<file path="src/rtl/phase_step_pkg.sv">
package phase_step_pkg;

  typedef enum logic [1:0] {
    PS_OFF   = 2'd0,
    PS_FIXED = 2'd1,
    PS_STEP  = 2'd2
  } ps_mode_e;

  // Bring a requested start offset inside the legal window.
  function automatic int clamp_ofs(int v, int lim);
    if (v > lim) return lim;
    if (v < -lim) return -lim;
    return v;
  endfunction

endpackage

</file>
<file path="src/rtl/phase_step_seq.sv">
// Request acceptance, pending window and done pulse.
module phase_step_seq #(
  parameter int unsigned LATENCY = 2
) (
  input  logic clk,
  input  logic rst_n,
  input  logic arm,
  input  logic req,
  input  logic up,
  output logic apply,
  output logic apply_up,
  output logic done
);

  localparam int unsigned CNT_W = (LATENCY > 1) ? $clog2(LATENCY) : 1;
  localparam logic [CNT_W-1:0] CNT_LOAD = CNT_W'(LATENCY - 1);

  logic             busy_q, busy_d;
  logic [CNT_W-1:0] cnt_q, cnt_d;
  logic             up_q, up_d;
  logic             done_q, done_d;
  logic             accept, finish, cnt_en, up_en;

  always_comb begin
    accept = arm && req && !busy_q;
    finish = busy_q && (cnt_q == '0);
    busy_d = busy_q;
    cnt_d  = cnt_q;
    up_d   = up_q;
    done_d = 1'b0;
    cnt_en = 1'b0;
    up_en  = 1'b0;
    if (accept) begin
      busy_d = 1'b1;
      cnt_d  = CNT_LOAD;
      cnt_en = 1'b1;
      up_d   = up;
      up_en  = 1'b1;
    end else if (finish) begin
      busy_d = 1'b0;
      done_d = 1'b1;
    end else if (busy_q) begin
      cnt_d  = cnt_q - CNT_W'(1);
      cnt_en = 1'b1;
    end
  end

  always_ff @(posedge clk or negedge rst_n) begin
    if (!rst_n) begin
      busy_q <= 1'b0;
      done_q <= 1'b0;
    end else begin
      busy_q <= busy_d;
      done_q <= done_d;
    end
  end

  always_ff @(posedge clk or negedge rst_n) begin
    if (!rst_n) begin
      cnt_q <= '0;
    end else if (cnt_en) begin
      cnt_q <= cnt_d;
    end
  end

  always_ff @(posedge clk or negedge rst_n) begin
    if (!rst_n) begin
      up_q <= 1'b0;
    end else if (up_en) begin
      up_q <= up_d;
    end
  end

  assign apply    = finish;
  assign apply_up = up_q;
  assign done     = done_q;

endmodule

</file>
<file path="src/rtl/phase_ofs_accum.sv">
// Bounded signed offset register with refusal flag.
module phase_ofs_accum #(
  parameter int OFS_W    = 9,
  parameter int OFS_MAX  = 255,
  parameter int INIT_VAL = 0
) (
  input  logic                    clk,
  input  logic                    rst_n,
  input  logic                    apply,
  input  logic                    up,
  output logic signed [OFS_W-1:0] ofs,
  output logic                    refused
);

  localparam logic signed [OFS_W-1:0] TOP    = OFS_W'(OFS_MAX);
  localparam logic signed [OFS_W-1:0] BOT    = -TOP;
  localparam logic signed [OFS_W-1:0] ONE    = OFS_W'(1);
  localparam logic signed [OFS_W-1:0] INIT_Q = OFS_W'(INIT_VAL);

  logic signed [OFS_W-1:0] ofs_q, ofs_d;
  logic                    ref_q, ref_d;
  logic                    blocked, ofs_en;

  always_comb begin
    blocked = up ? (ofs_q == TOP) : (ofs_q == BOT);
    ofs_d   = ofs_q;
    ref_d   = ref_q;
    ofs_en  = 1'b0;
    if (apply) begin
      if (blocked) begin
        ref_d = 1'b1;
      end else begin
        ofs_d  = up ? (ofs_q + ONE) : (ofs_q - ONE);
        ofs_en = 1'b1;
        ref_d  = 1'b0;
      end
    end
  end

  always_ff @(posedge clk or negedge rst_n) begin
    if (!rst_n) begin
      ofs_q <= INIT_Q;
    end else if (ofs_en) begin
      ofs_q <= ofs_d;
    end
  end

  always_ff @(posedge clk or negedge rst_n) begin
    if (!rst_n) begin
      ref_q <= 1'b0;
    end else if (apply) begin
      ref_q <= ref_d;
    end
  end

  assign ofs     = ofs_q;
  assign refused = ref_q;

endmodule

</file>
<file path="src/rtl/phase_step_ctrl.sv">
module phase_step_ctrl
  import phase_step_pkg::*;
#(
  parameter ps_mode_e    MODE     = PS_STEP,
  parameter int          INIT_OFS = 0,
  parameter int unsigned LATENCY  = 2
) (
  input  logic              ctl_clk,
  input  logic              ctl_rst_n,
  input  logic              step_req,
  input  logic              step_up,
  output logic signed [8:0] phase_ofs,
  output logic              step_done,
  output logic              ofs_refused
);

  localparam int OFS_MAX   = 255;
  localparam int OFS_W     = $clog2(OFS_MAX + 1) + 1;
  localparam int RESET_OFS = (MODE == PS_OFF) ? 0 : clamp_ofs(INIT_OFS, OFS_MAX);
  localparam logic STEP_ON = (MODE == PS_STEP);

  logic apply, apply_up;

  phase_step_seq #(.LATENCY(LATENCY)) u_seq (
    .clk      (ctl_clk),
    .rst_n    (ctl_rst_n),
    .arm      (STEP_ON),
    .req      (step_req),
    .up       (step_up),
    .apply    (apply),
    .apply_up (apply_up),
    .done     (step_done)
  );

  phase_ofs_accum #(
    .OFS_W    (OFS_W),
    .OFS_MAX  (OFS_MAX),
    .INIT_VAL (RESET_OFS)
  ) u_accum (
    .clk     (ctl_clk),
    .rst_n   (ctl_rst_n),
    .apply   (apply),
    .up      (apply_up),
    .ofs     (phase_ofs),
    .refused (ofs_refused)
  );

endmodule

</file>
<file path="config.mk">
export PLATFORM = sky130hd
export DESIGN_NAME = phase_step_ctrl
export DESIGN_NICKNAME = d
export VERILOG_FILES = /design/src/rtl/phase_step_pkg.sv /design/src/rtl/phase_step_seq.sv /design/src/rtl/phase_ofs_accum.sv /design/src/rtl/phase_step_ctrl.sv
export SDC_FILE = /design/constraint.sdc
export NUM_CORES = 1
export LEC_CHECK = 0
export BUFFER_PORTS_ARGS = -buffer_cell sky130_fd_sc_hd__buf_2
export CAP_MARGIN = 0
export CORE_MARGIN = 1.5
export CORE_UTILIZATION = 47
export DETAILED_ROUTE_END_ITERATION = 10
export PLACE_DENSITY = 0.72
export SETUP_SLACK_MARGIN = 0.5
export SYNTH_ARGS = -nofsm -noshare
export SYNTH_HDL_FRONTEND = slang
export SYNTH_HIERARCHICAL = 1
export SYNTH_SLANG_ARGS = --single-unit
</file>
<file path="constraint.sdc">
create_clock -name ctl_clk -period 2.55 [get_ports ctl_clk]
set_input_delay 0.1275 -clock ctl_clk [delete_from_list [all_inputs] [get_ports ctl_clk]]
set_output_delay 0.1275 -clock ctl_clk [all_outputs]
set_load 0.02 [all_outputs]
</file>
* Word-level counts from Yosys, hierarchy flattened
Index checks and enable logic that the tools add are counted.
Word-level totals: bits of input ports 4, bits in registers 14, output and inout bits 11
Operators by class: reduce and logical (&&, ||, !) cells 8, bitwise operators 2, add/sub/neg operators 3, eq/ne operators 3, multiplexer cells 16
Operator list (number):
- == test 9 bit (second input constant) | 2
- 2-to-1 mux 1 bit | 15
- adder 9 x 2 -> 9 bit (second input constant) | 1
- 2-to-1 mux 9 bit | 1
- subtractor 9 x 2 -> 9 bit (second input constant) | 1
- AND reduction 3 bit | 2
- nonzero test 2 bit | 2
- logical AND 1 bit | 2
- != test 2 x 1 -> 1 bit (second input constant) | 1
- NOT 1 bit | 2
- AND reduction 2 bit | 1
- logical NOT 1 bit | 1
- subtractor 1 bit (second input constant) | 1

* Depth between registers and ports, before layout
Gate-level depths: netlist of run 1.
word-level depth 5, depth in mapped cells 9, mapped depth without buffers 8

* By module
The synthesis of run 1 kept the hierarchy.
By module, submodules not included:
- phase_ofs_accum | times used 1, area an instance 760.7 µm², cells an instance 74
- phase_step_seq | times used 1, area an instance 157.7 µm², cells an instance 11
- phase_step_ctrl | times used 1, area an instance 3.8 µm², cells an instance 1

* Worst setup path after synthesis of run 1
Ideal clock, no wire load.
kind reg-to-reg, start point reg u_seq.up_q (netlist: u_seq/apply_up), end point reg u_accum.ofs_q[6] (netlist: u_accum/ofs[6]), arrival 1.866 ns, cell stages (with the launch flop) 8, period minus slack after synthesis 1.957 ns, setup slack 0.593 ns, cells stage by stage dfrtp_1 -> inv_1 -> ha_1 -> nor2b_1 -> o31a_1 -> o21a_1 -> o21a_1 -> o31ai_2
Between the ends: word-level cells in the longest chain between the ends 4, elaborated cells between the ends (all ways) 6
RTL lines:
- start, declared | line phase_step_seq.sv:20 | logic up_q, up_d;
- start signal, assigned | line phase_step_seq.sv:70 | up_q <= up_d;
- 2-to-1 mux 1 bit | line phase_ofs_accum.sv:25 | blocked = up ? (ofs_q == TOP) : (ofs_q == BOT);
- 2-to-1 mux 1 bit | line phase_ofs_accum.sv:30 | if (blocked) begin
- 2-to-1 mux 1 bit | line phase_ofs_accum.sv:29 | if (apply) begin
- AND reduction 3 bit (no line)
- end signal, assigned | line phase_ofs_accum.sv:44 | ofs_q <= ofs_d;
- end, declared | line phase_ofs_accum.sv:20 | logic signed [OFS_W-1:0] ofs_q, ofs_d;
Several ways; a longest one is shown, not always the timed one. A chain may end at the register's enable or synchronous reset.

* Final worst setup path of run 1
start point reg u_seq.up_q (netlist: u_seq/apply_up), end point reg u_accum.ofs_q[8] (netlist: u_accum/ofs[8])
The elaborated chain is that of the path after synthesis.

==> run summary, run 1 <==
IO buf count - 14
Fin. Hold Viols - 0
Synth async-reset ratio - 100%
Sequential-to-total area share from yosys stat - 38.0%
Status - finished, final reports clean
Share of cells above drive strength 1 - 30.8%
Area of the core - 1780 µm²
Worst skew pair latency - 280 ps
Post-layout util - 61.0%
Pins Over Slew Limit - 0
Layout Cells excl Fill - 132
Post-DP Area - 1010 µm²
Wirelength per Cell - 13.8 µm
CP Capture Type - flip-flop
Global-route wire length before repair - 2990 µm
Final GP Congestion - 0.839
Skew final - 7.27 ps
WP data required - 2750 ps
Crit path DAT - 2170 ps
Routed wire length - 1820 µm
Cell Area, Synth - 922 µm²
# rows - 15
Full die area - 2240 µm²
Clock Sinks - 14
Die X - 47.3 µm
CP max FO - 3
Fmax - 510 MHz
All-Layer GR Usage - 20.0%
Avg Inst Size Synth - 10.7 µm²
Number of instances in the placed design - 125
Path type of the worst min-delay path - in -> reg
Cell area after layout - 1090 µm²
Worst-path clk slew - 90 ps
Antenna cell count - 0
1st-pass router iterations - 4
Max transition margin - 60.9%
Worst setup margin - 589 ps
Worst-Margin Slew - 585 ps
HPWL Detailed - 1320 µm
Final hold slack - 82.2 ps
Vias/cell - 5.40
RSZ-0062 raised after global routing - false
Root Driver - clkbuf_4
Number of global-route vias before repair - 640
# setup viols final - 0
# DRC - 0
Critical setup path kind - reg -> reg
Fill cells - 145
Initial Util - 51.7%
Main synth FF type - dfrtp_1
Largest net degree at the start of global routing - 17
Pre-CTS WS - 393 ps
Final setup TNS - 0 ps
Clock Path Buffers - 2
GRT overflow - 0
P&R area growth vs syn - 17.9%
Number of synthesized flops with an enable pin - 0
Max-cap violations - 0
Final nets - 121
Die Y - 47.3 µm
H-Tree Level Count - 1
DRT iter0 DRCs - 26
Synth Warn # - 6
Pleak - 0.531 nW
Number of library cell types mapped by synthesis - 32
PD cells - 1480 nW/µm²
Maximum vdd drop - 0.788 mV
CTS tree - done
Via count - 713
Final period utilization - 76.9%
Top-Level Pins - 15
Cell count after synthesis - 86
Initial antenna violation count - 0
Startpoint type of the worst setup path - flip-flop
Final min period - 1960 ps
Routed Antenna Nets - 0
PnR Total Power - 1.61 mW
Num CTS Buffers - 3
Number of synthesized register bits - 14
[Yosys cell counts (all sizes together), types with 2 or more instances]
| master | n | area (µm²) |
|---|---|---|
| a21o | 3 | 22.5 |
| a21oi | 4 | 20.0 |
| dfrtp | 14 | 350 |
| ha | 8 | 100 |
| inv | 3 | 11.3 |
| nand2 | 9 | 50.1 |
| nand3 | 4 | 20.0 |
| nor2 | 3 | 11.3 |
| nor2b | 2 | 12.5 |
| nor3 | 2 | 10.0 |
| o21a | 4 | 30.0 |
| o21ai | 7 | 50.0 |
| xnor2 | 3 | 26.3 |
| xor2 | 4 | 35.0 |
[layout make-up]
class | count | area (µm²) | share of cell area (%)
multi-input cells | 69 | 559 | 51.4
flip-flops and latches | 14 | 352 | 32.3
inverters | 3 | 13.8 | 1.27
clock buffers | 4 | 36.3 | 3.34
well taps | 25 | 31.3 | 2.88
repair buffers | 17 | 95.1 | 8.75
[per-layer routing]
metal,GRT usage [%],routed length (µm),vias up
met5,0,0,-
met4,8.33,12,0
met3,5.77,63,2
met2,28.6,853,18
met1,28.0,893,342
li1,-,-,351
[cells in the final DEF, fill, tap and decap left out, types with 2 or more instances in the layout]
master / instances
buf_2: 14
dfrtp_1: 13
nand2_1: 8
ha_1: 7
nand3_1: 4
a21oi_1: 4
o21ai_2: 4
o21a_1: 4
xor2_1: 4
clkbuf_4: 3
xnor2_1: 3
a21o_1: 3
o21ai_0: 3
nor2_1: 3
buf_4: 2
inv_1: 2
nor3_1: 2
conb_1: 2
[logic make-up after synthesis]
family,share of synthesized area (%)
compound gates,19.0
xor+xnor,6.65
fa+ha+maj,13.0
buf+inv,3.39
flops,38.0
mux,2.71
other cells,0.407
simple gates,16.8
[power breakdown]
part | leakage, nW | internal (mW) | switching (mW)
Sequential | 0.170 | 0.320 | 0.0893
Clock | 0.0210 | 0.0867 | 0.0762
Combinational | 0.341 | 0.453 | 0.586
Total | 0.531 | 0.859 | 0.752
[worst paths after layout]
| kind | start | end | slack (ps) | depth (start not counted) |
|---|---|---|---|---|
| min in group asynchronous | ctl_rst_n | u_accum/ofs[6]$_DFFE_PN0P_ | 270 | 2 |
| setup reg to reg | u_seq/apply_up$_DFFE_PN0P_ | u_accum/ofs[8]$_DFFE_PN0P_ | 590 | 7 |
| setup / recovery | u_seq/apply_up$_DFFE_PN0P_ | u_accum/ofs[8]$_DFFE_PN0P_ | 590 | 7 |
| hold reg to reg | u_accum/refused$_DFFE_PN0P_ | u_accum/refused$_DFFE_PN0P_ | 490 | 1 |
| hold / removal | step_up | u_seq/apply_up$_DFFE_PN0P_ | 80 | 2 |
| max in group asynchronous | ctl_rst_n | u_seq/apply_up$_DFFE_PN0P_ | 2010 | 2 |
[flip-flops by register name, summed over array words and instances (netlist names)]
| signal | flops |
|---|---|
| u_accum/ofs | 9 |
| u_seq/cnt_q | 1 |
| u_accum/refused | 1 |
| u_seq/busy_q | 1 |
| u_seq/apply_up | 1 |
| u_seq/done | 1 |
[worst max-delay path: stages, from the launching register on]
cell and delay, ps:
dfrtp_2 440, buf_4 160, fa_1 470, nor2b_2 140
o31a_1 230, o22ai_1 120, mux2i_1 190, xor2_1 150
[timing repair]
action                                  4_1_cts  5_1_grt
hold buffers                                  1        0
resized for setup                             2        3
endpoints found under the setup margin        4        4
pin swaps                                     0        1
hold endpoints to repair                     14        0
setup buffers                                 0        2
Power figures use the tool's default switching activity.
==> run 2: changes to the inputs <==
PLACE_DENSITY = 0.75   (was 0.72)
clock period = 1.7 ns   (was 2.55 ns; I/O delays follow)
==> run 2 against run 1 <==
  * The flow now finishes with violations (setup timing)
  * Count of clock-buffer cells in the layout stayed put
  * Final cell count grew 19%
  * Setup slack worse by 830 ps
  * Critical endpoint unchanged
  * Clock power is 56% higher
  * Highest routed layer unchanged
  * Via count increased by 18%
  * Cell area is 33% higher
  * Sequential cell count unchanged
==> run summary, run 2 (same netlist as run 1, synthesis figures left out) <==
Worst path max stage delay - 540 ps (+70 ps)
Worst setup margin - -241 ps (-830 ps)
# DRC - 0 (unchanged)
Crit. path cell count - 7 (unchanged)
All-Layer GR Usage - 24.8% (+4.9 points)
Final GP Congestion - 0.960 (+14%)
Routed Antenna Nets - 0 (unchanged)
Final min period - 1940 ps (-20.2 ps)
CP Capture Type - flip-flop
RSZ-0062 raised after global routing - true
Initial antenna violation count - 0 (unchanged)
Final nets - 146 (+21%)
PD cells - 2280 nW/µm² (+54%)
Worst-path clk slew - 90 ps (about the same)
Skew final - 3.83 ps (-3.44 ps)
Area of the core - 1780 µm² (unchanged)
Wirelength per Cell - 14.9 µm (+8.3%)
Die X - 47.3 µm (unchanged)
Post-DP Area - 1300 µm² (+29%)
Via count - 839 (+18%)
Fin. Hold Viols - 0 (unchanged)
Most frequent cells in the layout - buf_4, buf_2, dfrtp_1
Max-cap violations - 0 (unchanged)
Worst reg2reg path depth - 7 (unchanged)
Critical setup path kind - reg -> reg
GRT overflow - 0 (unchanged)
Share of cells above drive strength 1 - 56.1% (+25 points)
Top-Level Pins - 15 (unchanged)
Worst hold stages - 2 (unchanged)
CP max-delay cell - or4_4
1st-pass router iterations - 4 (unchanged)
Worst skew pair latency - 290 ps (about the same)
Startpoint type of the worst setup path - flip-flop
Num CTS Buffers - 3 (unchanged)
H-Tree Level Count - 1 (unchanged)
P&R area growth vs syn - 57.4%
CP top delay family - simple AND/OR/NAND/NOR gates
Routed wire length - 2350 µm (+29%)
Fmax - 515 MHz (+1.0%)
Antenna cell count - 0 (unchanged)
Initial Util - 51.7% (unchanged)
Clock Sinks - 14 (unchanged)
Final setup TNS - -1430 ps (-1430 ps)
Global-route wire length before repair - 3650 µm (+22%)
Max reg flops - 9 (unchanged)
Root Driver - clkbuf_4
Full die area - 2240 µm² (unchanged)
Status - finished with violations
Path type of the worst min-delay path - in -> reg
Cell Chain, Critical Path - inv_8, buf_12, ha_4, or4_4, o22ai_4, mux2i_1, xor2_1
Metal2 WL - 1140 µm (+34%)
Most common cell after layout, fill and taps aside - buf_4
# rows - 15 (unchanged)
Post-layout util - 81.4% (+20 points)
IO buf count - 14 (unchanged)
Largest net degree at the start of global routing - 15 (-2)
Register Area - 353 µm² (+0.36%)
WL met3 - 102 µm (+62%)
Fill cells - 100 (-31%)
Number of global-route vias before repair - 814 (+27%)
Cell area after layout - 1450 µm² (+33%)
Pins Over Slew Limit - 0 (unchanged)
Buf+Inv Stages, Crit Path - 2 (+1)
Vias/cell - 5.34 (-1.1%)
Wl on met1 - 1010 µm (+13%)
Pleak - 0.688 nW (+30%)
PnR Total Power - 3.31 mW (+110%)
Final hold slack - 19.8 ps (-62.4 ps)
Multi-input gate area - 688 µm² (+23%)
Final period utilization - 114% (+37 points)
Die Y - 47.3 µm (unchanged)
Crit path DAT - 2160 ps (about the same)
Failing checks - setup timing
Clock Path Buffers - 2 (unchanged)
Top sig layer - met4
HPWL Detailed - 1520 µm (+16%)
# setup viols final - 10 (+10)
DRT iter0 DRCs - 24 (-7.7%)
Maximum vdd drop - 1.44 mV (+83%)
CTS tree - done
CP max FO - 6 (+3)
WP data required - 1920 ps (-830 ps)
## run 2: cell types whose count changed in the layout (fill, tap and decap cells not counted), sizes merged
cell	delta
buf	+25
## run 2: where the power goes
part	internal (mW)	switching (mW)
clock	0.131	0.124
combinational	1.28	1.14
sequential	0.482	0.155
## run 2: repair_timing
| action | 4_1_cts | 5_1_grt |
|---|---|---|
| hold buffers | 1 | 0 |
| resized for setup | 13 | 3 |
| pin swaps | 17 | 16 |
| setup buffers | 4 | 0 |
| endpoints found under the hold margin | 14 | 0 |
| endpoints found under the setup margin | 10 | 10 |
## run 2: path summary, 6_finish.rpt
kind	slack, ps	start	end
max	-240	u_seq/apply_up$_DFFE_PN0P_	u_accum/ofs[8]$_DFFE_PN0P_
min	20	step_up	u_seq/apply_up$_DFFE_PN0P_
max reg2reg	-240	u_seq/apply_up$_DFFE_PN0P_	u_accum/ofs[8]$_DFFE_PN0P_
min reg2reg	470	u_seq/busy_q$_DFFE_PN0P_	u_seq/cnt_q$_DFFE_PN0P_
max in group asynchronous	1220	ctl_rst_n	u_accum/ofs[1]$_DFFE_PN0P_
min in group asynchronous	210	ctl_rst_n	u_accum/ofs[2]$_DFFE_PN0P_
## run 2: area by class of cell
type / count / area share (%)
sequential: 14 / 24.3
multi-input combinational: 69 / 47.4
timing repair buffer: 42 / 22.3
clock buffer: 4 / 2.50
inverter: 3 / 1.29
tap: 25 / 2.16
## run 2: metal layers
layer | vias up | track usage (%)
li1 | 404 | -
met1 | 405 | 31.1
met2 | 21 | 36.5
met3 | 9 | 6.54
met4 | 0 | 17.8
met5 | - | 0
## run 2: through the flow
step | std cells | setup slack, ps
after floorplan | 87 | -114
after global placement | 148 | -143
after detailed placement | 148 | -255
after CTS | 157 | -235
after global routing | 157 | -289
final | 157 | -241
## run 2: worst register-to-register path: cells and delay by family (launching register included)
kind            cells  cell delay (ps)
compound gates      1              130
simple gates        1              540
mux                 1              230
xor+xnor            1              170
fa+ha+maj           1              150
flops               1              440
buf+inv             2              210
